$ cat src/rtl/piano_vga_pkg.sv
package piano_vga_pkg;

    localparam int COORD_W = 11;
    typedef logic [COORD_W-1:0] coord_t;

    typedef struct packed {
        logic r;
        logic g;
        logic b;
    } rgb_t;

    localparam rgb_t C_BLACK = '{r: 1'b0, g: 1'b0, b: 1'b0};
    localparam rgb_t C_WHITE = '{r: 1'b1, g: 1'b1, b: 1'b1};
    localparam rgb_t C_RED   = '{r: 1'b1, g: 1'b0, b: 1'b0};

    // Position and sync state of the pixel the counters point at
    typedef struct packed {
        coord_t x;
        coord_t y;
        logic   active;
        logic   hs_n;
        logic   vs_n;
        logic   frame_start;
    } scan_t;

    // A black key sits in gap j unless the gap is E-F or B-C of an octave
    function automatic logic black_slot_exists(input int j);
        return (j % 7 != 2) && (j % 7 != 6);
    endfunction

endpackage

$ cat src/rtl/vga_scan.sv
module vga_scan
    import piano_vga_pkg::*;
#(
    parameter int H_ACTIVE = 640,
    parameter int H_FRONT  = 16,
    parameter int H_PULSE  = 96,
    parameter int H_BACK   = 48,
    parameter int V_ACTIVE = 480,
    parameter int V_FRONT  = 10,
    parameter int V_PULSE  = 2,
    parameter int V_BACK   = 33
) (
    input  logic  clk,
    input  logic  rst,
    output logic  pix_en,
    output scan_t scan
);
    localparam int H_TOTAL = H_ACTIVE + H_FRONT + H_PULSE + H_BACK;
    localparam int V_TOTAL = V_ACTIVE + V_FRONT + V_PULSE + V_BACK;
    localparam coord_t H_LAST   = coord_t'(H_TOTAL - 1);
    localparam coord_t V_LAST   = coord_t'(V_TOTAL - 1);
    localparam coord_t H_VIS    = coord_t'(H_ACTIVE);
    localparam coord_t V_VIS    = coord_t'(V_ACTIVE);
    localparam coord_t HS_BEGIN = coord_t'(H_ACTIVE + H_FRONT);
    localparam coord_t HS_END   = coord_t'(H_ACTIVE + H_FRONT + H_PULSE);
    localparam coord_t VS_BEGIN = coord_t'(V_ACTIVE + V_FRONT);
    localparam coord_t VS_END   = coord_t'(V_ACTIVE + V_FRONT + V_PULSE);

    logic   tick;
    coord_t hcnt;
    coord_t vcnt;

    always_ff @(posedge clk) begin
        if (rst) begin
            tick <= 1'b0;
            hcnt <= '0;
            vcnt <= '0;
        end else begin
            tick <= ~tick;
            if (tick) begin
                if (hcnt == H_LAST) begin
                    hcnt <= '0;
                    vcnt <= (vcnt == V_LAST) ? '0 : vcnt + 1'b1;
                end else begin
                    hcnt <= hcnt + 1'b1;
                end
            end
        end
    end

    assign pix_en = tick;

    always_comb begin
        scan.x           = hcnt;
        scan.y           = vcnt;
        scan.active      = (hcnt < H_VIS) && (vcnt < V_VIS);
        scan.hs_n        = !((hcnt >= HS_BEGIN) && (hcnt < HS_END));
        scan.vs_n        = !((vcnt >= VS_BEGIN) && (vcnt < VS_END));
        scan.frame_start = (hcnt == '0) && (vcnt == VS_BEGIN);
    end

    p_tick_alternates_r3: assert property (@(posedge clk) disable iff (rst)
        tick |=> !tick);
    p_hold_between_ticks_r3: assert property (@(posedge clk) disable iff (rst)
        !tick |=> ($stable(hcnt) && $stable(vcnt)));
    p_line_wrap_r1: assert property (@(posedge clk) disable iff (rst)
        (tick && hcnt == H_LAST) |=> (hcnt == '0));
    p_line_step_r1: assert property (@(posedge clk) disable iff (rst)
        (tick && hcnt != H_LAST) |=> (hcnt == $past(hcnt) + 1'b1));
    p_line_bound_r1: assert property (@(posedge clk) disable iff (rst)
        hcnt <= H_LAST);
    p_frame_bound_r2: assert property (@(posedge clk) disable iff (rst)
        vcnt <= V_LAST);
    p_vert_hold_r2: assert property (@(posedge clk) disable iff (rst)
        (tick && hcnt != H_LAST) |=> $stable(vcnt));

endmodule

$ cat src/rtl/key_select.sv
module key_select
    import piano_vga_pkg::*;
#(
    parameter int NUM_WHITE = 14,
    parameter int KEY_W     = 5
) (
    input  logic                 clk,
    input  logic                 rst,
    input  logic                 key_valid,
    input  logic [KEY_W-1:0]     key_idx,
    input  logic                 key_clear,
    input  logic                 frame_load,
    output logic [NUM_WHITE-1:0] white_hl,
    output logic [NUM_WHITE-2:0] black_hl
);
    localparam int NUM_SLOTS = NUM_WHITE - 1;

    logic             req_ok;
    logic             pend_vld;
    logic [KEY_W-1:0] pend_idx;
    logic             act_vld;
    logic [KEY_W-1:0] act_idx;

    // Index check: white range, or a black slot that exists
    always_comb begin
        req_ok = 1'b0;
        for (int i = 0; i < NUM_WHITE; i++) begin
            if (key_idx == KEY_W'(i)) req_ok = 1'b1;
        end
        for (int j = 0; j < NUM_SLOTS; j++) begin
            if (black_slot_exists(j) && key_idx == KEY_W'(NUM_WHITE + j)) req_ok = 1'b1;
        end
    end

    always_ff @(posedge clk) begin
        if (rst) begin
            pend_vld <= 1'b0;
            pend_idx <= '0;
            act_vld  <= 1'b0;
            act_idx  <= '0;
        end else begin
            if (key_clear) begin
                pend_vld <= 1'b0;
            end else if (key_valid) begin
                pend_vld <= req_ok;
                pend_idx <= key_idx;
            end
            if (frame_load) begin
                act_vld <= pend_vld;
                act_idx <= pend_idx;
            end
        end
    end

    for (genvar i = 0; i < NUM_WHITE; i++) begin : g_white_dec
        assign white_hl[i] = act_vld && (act_idx == KEY_W'(i));
    end

    for (genvar j = 0; j < NUM_SLOTS; j++) begin : g_black_dec
        if (black_slot_exists(j)) begin : g_present
            assign black_hl[j] = act_vld && (act_idx == KEY_W'(NUM_WHITE + j));
        end else begin : g_absent
            assign black_hl[j] = 1'b0;
        end
    end

    p_clear_wins_r10: assert property (@(posedge clk) disable iff (rst)
        key_clear |=> !pend_vld);
    p_no_tearing_r11: assert property (@(posedge clk) disable iff (rst)
        !frame_load |=> ($stable(act_vld) && $stable(act_idx)));
    p_frame_load_r11: assert property (@(posedge clk) disable iff (rst)
        frame_load |=> (act_vld == $past(pend_vld)));
    p_single_key_r9: assert property (@(posedge clk) disable iff (rst)
        $onehot0({white_hl, black_hl}));
    p_active_decodes_r9: assert property (@(posedge clk) disable iff (rst)
        act_vld |-> ($countones({white_hl, black_hl}) == 1));

endmodule

$ cat src/rtl/key_painter.sv
module key_painter
    import piano_vga_pkg::*;
#(
    parameter int NUM_WHITE = 14,
    parameter int KB_X      = 40,
    parameter int KB_Y      = 300,
    parameter int WHITE_W   = 40,
    parameter int WHITE_H   = 160,
    parameter int BLACK_W   = 24,
    parameter int BLACK_H   = 100
) (
    input  logic                 clk,
    input  logic                 rst,
    input  coord_t               px,
    input  coord_t               py,
    input  logic                 active,
    input  logic [NUM_WHITE-1:0] white_hl,
    input  logic [NUM_WHITE-2:0] black_hl,
    output rgb_t                 color
);
    localparam int     NUM_SLOTS = NUM_WHITE - 1;
    localparam coord_t TOP       = coord_t'(KB_Y);
    localparam coord_t W_BOTTOM  = coord_t'(KB_Y + WHITE_H - 1);
    localparam coord_t B_END_Y   = coord_t'(KB_Y + BLACK_H);
    localparam coord_t W_END_Y   = coord_t'(KB_Y + WHITE_H);
    localparam coord_t RIGHT_COL = coord_t'(KB_X + NUM_WHITE * WHITE_W - 1);

    logic [NUM_WHITE-1:0] hit_w;
    logic [NUM_WHITE-1:0] left_w;
    logic [NUM_SLOTS-1:0] hit_b;
    logic                 in_w_rows;
    logic                 in_b_rows;
    logic                 outline;

    assign in_w_rows = (py >= TOP) && (py < W_END_Y);
    assign in_b_rows = (py >= TOP) && (py < B_END_Y);

    for (genvar i = 0; i < NUM_WHITE; i++) begin : g_white
        localparam coord_t L = coord_t'(KB_X + i * WHITE_W);
        localparam coord_t R = coord_t'(KB_X + (i + 1) * WHITE_W);
        assign hit_w[i]  = in_w_rows && (px >= L) && (px < R);
        assign left_w[i] = (px == L);
    end

    for (genvar j = 0; j < NUM_SLOTS; j++) begin : g_black
        if (black_slot_exists(j)) begin : g_present
            localparam coord_t L = coord_t'(KB_X + (j + 1) * WHITE_W - BLACK_W / 2);
            localparam coord_t R = coord_t'(KB_X + (j + 1) * WHITE_W - BLACK_W / 2 + BLACK_W);
            assign hit_b[j] = in_b_rows && (px >= L) && (px < R);
        end else begin : g_absent
            assign hit_b[j] = 1'b0;
        end
    end

    assign outline = (|(hit_w & left_w)) || (px == RIGHT_COL) || (py == TOP) || (py == W_BOTTOM);

    always_comb begin
        color = C_BLACK;
        if (!active) begin
            color = C_BLACK;
        end else if (|hit_b) begin
            color = (|(hit_b & black_hl)) ? C_RED : C_BLACK;
        end else if (|hit_w) begin
            if (outline)                  color = C_BLACK;
            else if (|(hit_w & white_hl)) color = C_RED;
            else                          color = C_WHITE;
        end
    end

    p_one_white_rect_r6: assert property (@(posedge clk) disable iff (rst)
        $onehot0(hit_w));
    p_one_black_rect_r7: assert property (@(posedge clk) disable iff (rst)
        $onehot0(hit_b));
    p_black_inside_white_r7: assert property (@(posedge clk) disable iff (rst)
        (|hit_b) |-> (|hit_w));

endmodule

$ cat src/rtl/piano_vga_top.sv
module piano_vga_top
    import piano_vga_pkg::*;
#(
    parameter int H_ACTIVE  = 640,
    parameter int H_FRONT   = 16,
    parameter int H_PULSE   = 96,
    parameter int H_BACK    = 48,
    parameter int V_ACTIVE  = 480,
    parameter int V_FRONT   = 10,
    parameter int V_PULSE   = 2,
    parameter int V_BACK    = 33,
    parameter int NUM_WHITE = 14,
    parameter int KB_X      = 40,
    parameter int KB_Y      = 300,
    parameter int WHITE_W   = 40,
    parameter int WHITE_H   = 160,
    parameter int BLACK_W   = 24,
    parameter int BLACK_H   = 100,
    localparam int KEY_W    = $clog2(2 * NUM_WHITE)
) (
    input  logic             clk,
    input  logic             rst,
    input  logic             key_valid,
    input  logic [KEY_W-1:0] key_idx,
    input  logic             key_clear,
    output logic             hsync_n,
    output logic             vsync_n,
    output logic             red,
    output logic             green,
    output logic             blue
);
    logic                 pix_en;
    scan_t                scan;
    logic [NUM_WHITE-1:0] white_hl;
    logic [NUM_WHITE-2:0] black_hl;
    rgb_t                 color;
    rgb_t                 color_q;

    vga_scan #(
        .H_ACTIVE(H_ACTIVE), .H_FRONT(H_FRONT), .H_PULSE(H_PULSE), .H_BACK(H_BACK),
        .V_ACTIVE(V_ACTIVE), .V_FRONT(V_FRONT), .V_PULSE(V_PULSE), .V_BACK(V_BACK)
    ) u_scan (
        .clk    (clk),
        .rst    (rst),
        .pix_en (pix_en),
        .scan   (scan)
    );

    key_select #(
        .NUM_WHITE(NUM_WHITE), .KEY_W(KEY_W)
    ) u_select (
        .clk        (clk),
        .rst        (rst),
        .key_valid  (key_valid),
        .key_idx    (key_idx),
        .key_clear  (key_clear),
        .frame_load (pix_en && scan.frame_start),
        .white_hl   (white_hl),
        .black_hl   (black_hl)
    );

    key_painter #(
        .NUM_WHITE(NUM_WHITE), .KB_X(KB_X), .KB_Y(KB_Y),
        .WHITE_W(WHITE_W), .WHITE_H(WHITE_H), .BLACK_W(BLACK_W), .BLACK_H(BLACK_H)
    ) u_painter (
        .clk      (clk),
        .rst      (rst),
        .px       (scan.x),
        .py       (scan.y),
        .active   (scan.active),
        .white_hl (white_hl),
        .black_hl (black_hl),
        .color    (color)
    );

    always_ff @(posedge clk) begin
        if (rst) begin
            hsync_n <= 1'b1;
            vsync_n <= 1'b1;
            color_q <= C_BLACK;
        end else if (pix_en) begin
            hsync_n <= scan.hs_n;
            vsync_n <= scan.vs_n;
            color_q <= color;
        end
    end

    assign red   = color_q.r;
    assign green = color_q.g;
    assign blue  = color_q.b;

    p_blank_outside_r4: assert property (@(posedge clk) disable iff (rst)
        (pix_en && !scan.active) |=> ({red, green, blue} == 3'b000));
    p_outputs_hold_r3: assert property (@(posedge clk) disable iff (rst)
        !pix_en |=> ($stable(hsync_n) && $stable(vsync_n) && $stable({red, green, blue})));
    p_no_color_in_sync_r1: assert property (@(posedge clk) disable iff (rst)
        (!hsync_n || !vsync_n) |-> ({red, green, blue} == 3'b000));

endmodule

$ cat config.mk
export PLATFORM = sky130hd
export DESIGN_NAME = piano_vga_top
export DESIGN_NICKNAME = d
export VERILOG_FILES = /design/src/rtl/piano_vga_pkg.sv /design/src/rtl/vga_scan.sv /design/src/rtl/key_select.sv /design/src/rtl/key_painter.sv /design/src/rtl/piano_vga_top.sv
export SDC_FILE = /design/constraint.sdc
export NUM_CORES = 1
export LEC_CHECK = 0
export ABC_AREA = 1
export ABC_CLOCK_PERIOD_IN_PS = 2800
export CORE_MARGIN = 2
export CORE_UTILIZATION = 40
export DETAILED_ROUTE_END_ITERATION = 10
export PLACE_DENSITY = 0.67
export SLEW_MARGIN = 30
export SYNTH_ARGS = -nofsm -noshare
export SYNTH_HDL_FRONTEND = slang
export SYNTH_SLANG_ARGS = --single-unit
$ cat constraint.sdc
create_clock -name clk -period 2.8 [get_ports clk]
set_input_delay 0.7 -clock clk [delete_from_list [all_inputs] [get_ports clk]]
set_output_delay 0.7 -clock clk [all_outputs]
set_load 0.03 [all_outputs]
==> results of run 1 <==
[synthesized netlist by cell type (all sizes together) (2+ instances only)]
cell    count  share of area
nand2     149           0.17
nand3b      4         0.0085
nor3       22          0.034
dfxtp      39           0.22
a21oi      26          0.038
o21ai      39          0.056
a211oi      2         0.0042
xor2        9          0.022
clkinv      2         0.0028
nand4      21          0.039
nor4        4          0.011
o22ai       2         0.0035
ha          4          0.014
nor3b       3         0.0078
a31oi       2         0.0035
buf        18          0.031
inv        80          0.085
nor2      129           0.15
nand3      56          0.080
[worst paths after layout]
check	startpoint	to	slack, ns	cells after the start
max	u_scan.hcnt[6]$_SDFFE_PP0P_	red$_SDFFE_PP0P_	0.46	13
min	u_select.pend_vld$_SDFFE_PP0P_	u_select.act_vld$_SDFFE_PP0P_	0.45	2
max reg2reg	u_scan.hcnt[6]$_SDFFE_PP0P_	red$_SDFFE_PP0P_	0.46	13
min reg2reg	u_select.pend_vld$_SDFFE_PP0P_	u_select.act_vld$_SDFFE_PP0P_	0.45	2
[layout by cell type, fill, tap and decap left out, drive strengths merged, types with 6 or more instances in the layout]
cell type,count
xor2,9
nor2,129
o21ai,39
a21oi,26
nand4,21
clkbuf,6
nand2,149
nor3,22
nand3,56
clkdlybuf4s50,13
inv,80
dfxtp,39
[routing by layer]
metal | track usage | vias to the layer above | share of wire
li1 | - | 2004 | -
met1 | 0.297 | 1775 | 0.42
met2 | 0.362 | 234 | 0.46
met3 | 0.0401 | 43 | 0.091
met4 | 0.109 | 0 | 0.034
met5 | 0 | - | 0
[logic make-up (layout without fill, tap and decap cells)]
group,after synthesis,in the layout
xor gates and xnor gates,9,9
buffers and inverters,101,106
AOI/OAI and AO/OA,74,74
DFF,39,39
adders and majority gates,4,4
and+or+nand+nor,391,391
[stage by stage]
stage / instance area, um^2 / instances / total power, mW / utilization / setup slack (ns)
global route: 3840 / 731 / 1.18 / 0.442 / 0.254
global placement: 3720 / 723 / 0.655 / 0.429 / 0.518
CTS: 3840 / 731 / 1.14 / 0.442 / 0.514
detailed placement: 3720 / 723 / 0.655 / 0.429 / 0.521
floorplan: 3550 / 618 / 0.624 / - / 1.15
finish: 3840 / 731 / 1.13 / 0.442 / 0.464
[flip-flops by register name, summed over array words and instances (netlist names)]
register	cells
u_scan.pix_en	1
hsync_n	1
u_select.act_vld	1
u_select.pend_vld	1
vsync_n	1
u_scan.hcnt	11
green	1
red	1
u_select.act_idx	5
u_select.pend_idx	5
u_scan.vcnt	11
[report_power, final]
part | switching (mW) | internal, mW
Sequential | 0.00665 | 0.563
Combinational | 0.0468 | 0.0273
Clock | 0.200 | 0.289
[worst max-delay path, cell delays in order (launching register included)]
cell and delay [ns]:
dfxtp_1 0.74, nand2_4 0.18, inv_2 0.15, nand2_1 0.17, nand2_1 0.16, nand2_1 0.06
nor2_1 0.16, nand4_1 0.10, nand2_1 0.09, nor2_1 0.04, nand3_1 0.15, o21bai_1 0.08
nand3_1 0.09, nand2_1 0.05
[final cells by class]
| cell class | count | area [um^2] |
|---|---|---|
| repair buffers | 16 | 153 |
| well taps | 108 | 135 |
| fillers | 933 | 4840 |
| multi-input cells | 478 | 2340 |
| flip-flops and latches | 39 | 781 |
| clock buffers | 6 | 82.6 |
| clock inverters | 2 | 35.0 |
| inverters | 82 | 313 |
==> impl_metrics.json, run 1 <==
{
  "layout-drive-gt1-share": 0.0915,
  "max_cap_viol_count": 0,
  "end_kind": "register",
  "max_freq_mhz": 428,
  "num_vias": 4056,
  "whs_ns": 0.447,
  "criticalPathCategory": "register to register",
  "rsz0062_at_grt": "no",
  "drc_errors": 0,
  "synth_fp_nets": 631,
  "track_usage": 0.227,
  "fin_crit_ns": 2.34,
  "outcome": "finished clean",
  "gp_congestion": 1.04,
  "rows": 34,
  "nNetsFinal": 635,
  "power_density_nw_per_um2": 295,
  "ys_warn_count": 0,
  "post_synth_xor_area_fraction": 0.0222,
  "hpwl_um": 8590,
  "worst_setup_path_start_kind": "register",
  "synth_cell_types": 42,
  "synth_mux_area_frac": 0,
  "cts_setup_buffers": 0,
  "synthArstFlopShare": 0,
  "clock_latency_ns": 0.29,
  "p_leak_nw": 1.79,
  "antenna_found_initial": 0,
  "clock_skew_ns": 0.0139,
  "cts.sinks": 39,
  "cp_max_fo": 11,
  "ctsRootBufferMaster": "clkbuf_8",
  "overflow": 0,
  "clockBufferDepth": 2,
  "synth-edff-count": 0,
  "ctsHoldBuffers": 0,
  "die_y_um": 98.2,
  "dieArea_um2": 9640,
  "timing.final.crit_share": 0.834,
  "worst_pin_slew_ns": 0.652,
  "core_area_um2": 8680,
  "synthFlopType": "dfxtp_1",
  "cp_data_required_time_ns": 2.99,
  "slew_headroom": 0.565,
  "syn_to_final_growth_pct": 8.18,
  "post_cts_resized": 0,
  "postSynthCellCount": 618,
  "htreeDepth": 2,
  "hold_class": "register to register",
  "synth-simple-area-share": 0.511,
  "ys_seq_elements": 39,
  "slew_violations": 0,
  "cts.clk_slew.worst_paths_ns": 0.08,
  "finalSetupViolCount": 0,
  "ys_seq_area_frac": 0.220,
  "first_pass_iters": 7,
  "wl_per_cell_um": 14.8,
  "via_per_inst": 5.55,
  "cts_tree": "yes",
  "cp.arrival_ns": 2.53,
  "synth_top_family_by_area": "simple AND/OR/NAND/NOR gates",
  "n_antenna_cell": 0,
  "setup_tns_ns": 0,
  "numPortBuffers": 13,
  "hold_viol_final": 0,
  "grt_pass1_vias": 3879,
  "start_util": 0.409,
  "drtIter0Drc": 461,
  "grt_max_degree": 17,
  "yosys.area_share.adder": 0.0141,
  "synth-compound-area-share": 0.112,
  "irDropWorstVdd_uv": 317,
  "postRouteAntennaNets": 0,
  "grt_pass1_wl_um": 18200,
  "totalWireLength_um": 10900,
  "die-width_um": 98.2,
  "synth.avg_cell_area_um2": 5.74,
  "cts_made_buffers": 5,
  "synth_area_um2": 3550,
  "boundaryPins": 14
}
(Power assumes the default switching activity.)
==> run 2: changes to the inputs <==
--- a/config.mk
+++ b/config.mk
@@ -6,11 +6,11 @@
 export NUM_CORES = 1
 export LEC_CHECK = 0
 export ABC_AREA = 1
-export ABC_CLOCK_PERIOD_IN_PS = 2800
+export ABC_CLOCK_PERIOD_IN_PS = 2050
 export CORE_MARGIN = 2
 export CORE_UTILIZATION = 40
 export DETAILED_ROUTE_END_ITERATION = 10
-export PLACE_DENSITY = 0.67
+export PLACE_DENSITY = 0.69
 export SLEW_MARGIN = 30
 export SYNTH_ARGS = -nofsm -noshare
 export SYNTH_HDL_FRONTEND = slang
==> constraint.sdc (replaced) <==
create_clock -name clk -period 2.05 [get_ports clk]
set_input_delay 0.5125 -clock clk [delete_from_list [all_inputs] [get_ports clk]]
set_output_delay 0.5125 -clock clk [all_outputs]
set_load 0.03 [all_outputs]
==> run 2 against run 1 <==
Sequential share of layout area shrank 1.6 points; combinational power grew 58%; sequential power grew 35%; via count grew 5.3%; clock-buffer cell count shrank 1; utilization grew 6.0 points; critical path depth shrank 1; total power grew 23%; register-to-register slack lost 0.34 ns; die area is the same; largest cell class unchanged; largest power group unchanged.
==> impl_metrics.json, run 2 (synthesis gave the netlist of run 1 again) <==
{
  "irDropWorstVdd_uv": 217,
  "boundaryPins": 14,
  "path_cells": "buf_6, nor2_4, nand2_2, o21ai_0, nor2_1, o21ai_1, nand2_1, nor2_1, nand2_1, o21bai_1, nand3_1, nand2_1",
  "cts_tree": "yes",
  "n_antenna_cell": 0,
  "fin_crit_ns": 1.93,
  "num_vias": 4270,
  "core_area_um2": 8680,
  "rsz0062_at_grt": "yes",
  "timing.final.crit_share": 0.941,
  "cts.clk_slew.worst_paths_ns": 0.08,
  "drc_errors": 0,
  "clock_skew_ns": 0.00725,
  "dieArea_um2": 9640,
  "nNetsFinal": 685,
  "max_cap_viol_count": 0,
  "cts_made_buffers": 5,
  "place_area_um2": 4080,
  "slew_headroom": 0.772,
  "slew_violations": 0,
  "hpwl_um": 9100,
  "grt_max_degree": 17,
  "ctsHoldBuffers": 0,
  "grt_pass1_vias": 3973,
  "cp_slowest_cell": "dfxtp_4",
  "p_total_mw": 1.39,
  "end_kind": "register",
  "htreeDepth": 2,
  "fill_cells": 916,
  "track_usage": 0.238,
  "ctsRootBufferMaster": "clkbuf_8",
  "cp.arrival_ns": 2.11,
  "critPathMostFrequentCell": "nand2_1",
  "start_util": 0.409,
  "wl_per_cell_um": 14.8,
  "hold_viol_final": 0,
  "via_per_inst": 5.47,
  "layout-drive-gt1-share": 0.229,
  "outcome": "finished clean",
  "criticalPathCategory": "register to register",
  "max_freq_mhz": 519,
  "final_common_cell": "nand2_1",
  "cp_data_required_time_ns": 2.23,
  "worst_pin_slew_ns": 0.334,
  "reg_top3": "u_scan.hcnt (11), u_scan.vcnt (11)",
  "syn_to_final_growth_pct": 22.9,
  "cp_slowest_stage_delay_ns": 0.37,
  "cp_max_fo": 7,
  "overflow": 0,
  "clockBufferDepth": 2,
  "final_design_area_no_fill_um2": 4360,
  "die-width_um": 98.2,
  "numPortBuffers": 13,
  "antenna_found_initial": 0,
  "first_pass_iters": 6,
  "power_density_nw_per_um2": 319,
  "drtIter0Drc": 550,
  "hold_class": "register to register",
  "rows": 34,
  "postRouteAntennaNets": 0,
  "gp_congestion": 0.979,
  "p_leak_nw": 2.07,
  "die_y_um": 98.2,
  "clock_latency_ns": 0.29,
  "cts.sinks": 39,
  "finalSetupViolCount": 0,
  "worst_setup_path_start_kind": "register",
  "grt_pass1_wl_um": 18900,
  "totalWireLength_um": 11500,
  "final_cell_mix": "nand2_1, nor2_1, inv_1"
}
## run 2: what timing repair did
item | in CTS | in global routing
gates resized for setup | 3 | 64
endpoints found under the setup margin | 2 | 12
pin swaps | 0 | 16
buffers inserted | 0 | 2
## run 2: worst paths after layout
kind | start | end | slack (ns) | depth (start not counted)
max | u_scan.hcnt[5]$_SDFFE_PP0P_ | red$_SDFFE_PP0P_ | 0.12 | 12
max reg2reg | u_scan.hcnt[5]$_SDFFE_PP0P_ | red$_SDFFE_PP0P_ | 0.12 | 12
min reg2reg | u_select.pend_idx[4]$_SDFFE_PP0P_ | u_select.act_idx[4]$_SDFFE_PP0P_ | 0.45 | 2
min | u_select.pend_idx[4]$_SDFFE_PP0P_ | u_select.act_idx[4]$_SDFFE_PP0P_ | 0.45 | 2
## run 2: routing by layer
metal | wire (um) | GRT usage | part of all wire | vias up
met5 | 0 | 0 | 0 | -
met4 | 479 | 0.116 | 0.042 | 0
met2 | 5130 | 0.374 | 0.44 | 233
met1 | 4920 | 0.315 | 0.43 | 1883
met3 | 1000 | 0.0429 | 0.087 | 40
li1 | - | - | - | 2114
## run 2: final cells by class
type,instances,area (um^2),share of cell area
clock buffers,5,68.8,0.0158
clock inverters,3,20.0,0.00459
inverters,82,318,0.0729
multi-input cells,478,2470,0.567
flip-flops and latches,39,817,0.187
well taps,108,135,0.0310
repair buffers,66,532,0.122
## run 2: report_power, final
| part | switching, mW | leakage [nW] | total [mW] | internal [mW] |
|---|---|---|---|---|
| sequential | 0.00628 | 0.326 | 0.767 | 0.761 |
| combinational | 0.0704 | 1.70 | 0.117 | 0.0468 |
| clock | 0.272 | 0.0402 | 0.508 | 0.237 |
| total | 0.349 | 2.07 | 1.39 | 1.04 |
## run 2: metrics by stage
step	hold WS, ns	setup slack (ns)	utilization	std cells	TNS, ns
global placement	0.441	-0.0908	0.470	771	-0.157
global route	0.472	-0.0441	0.503	781	-0.0697
CTS	0.456	0.00527	0.482	779	0
finish	0.454	0.122	0.503	781	0
detailed placement	0.444	-0.0958	0.470	771	-0.157
floorplan	0.420	0.405	-	618	0
## run 2: worst max-delay path: cells and delay by family (launching register included)
kind | cells | cell delay (ns)
compound gates | 3 | 0.46
buf+inv | 1 | 0.13
flops | 1 | 0.37
simple gates | 8 | 0.85
==> run 3: changes to the inputs <==
--- a/config.mk
+++ b/config.mk
@@ -10,6 +10,7 @@
 export CORE_MARGIN = 2
 export CORE_UTILIZATION = 40
 export DETAILED_ROUTE_END_ITERATION = 10
+export GPL_TIMING_DRIVEN = 1
 export PLACE_DENSITY = 0.69
 export SLEW_MARGIN = 30
 export SYNTH_ARGS = -nofsm -noshare
==> results of run 3 <==
Same layout as run 2: the final DEF is identical, and so are final timing and power.
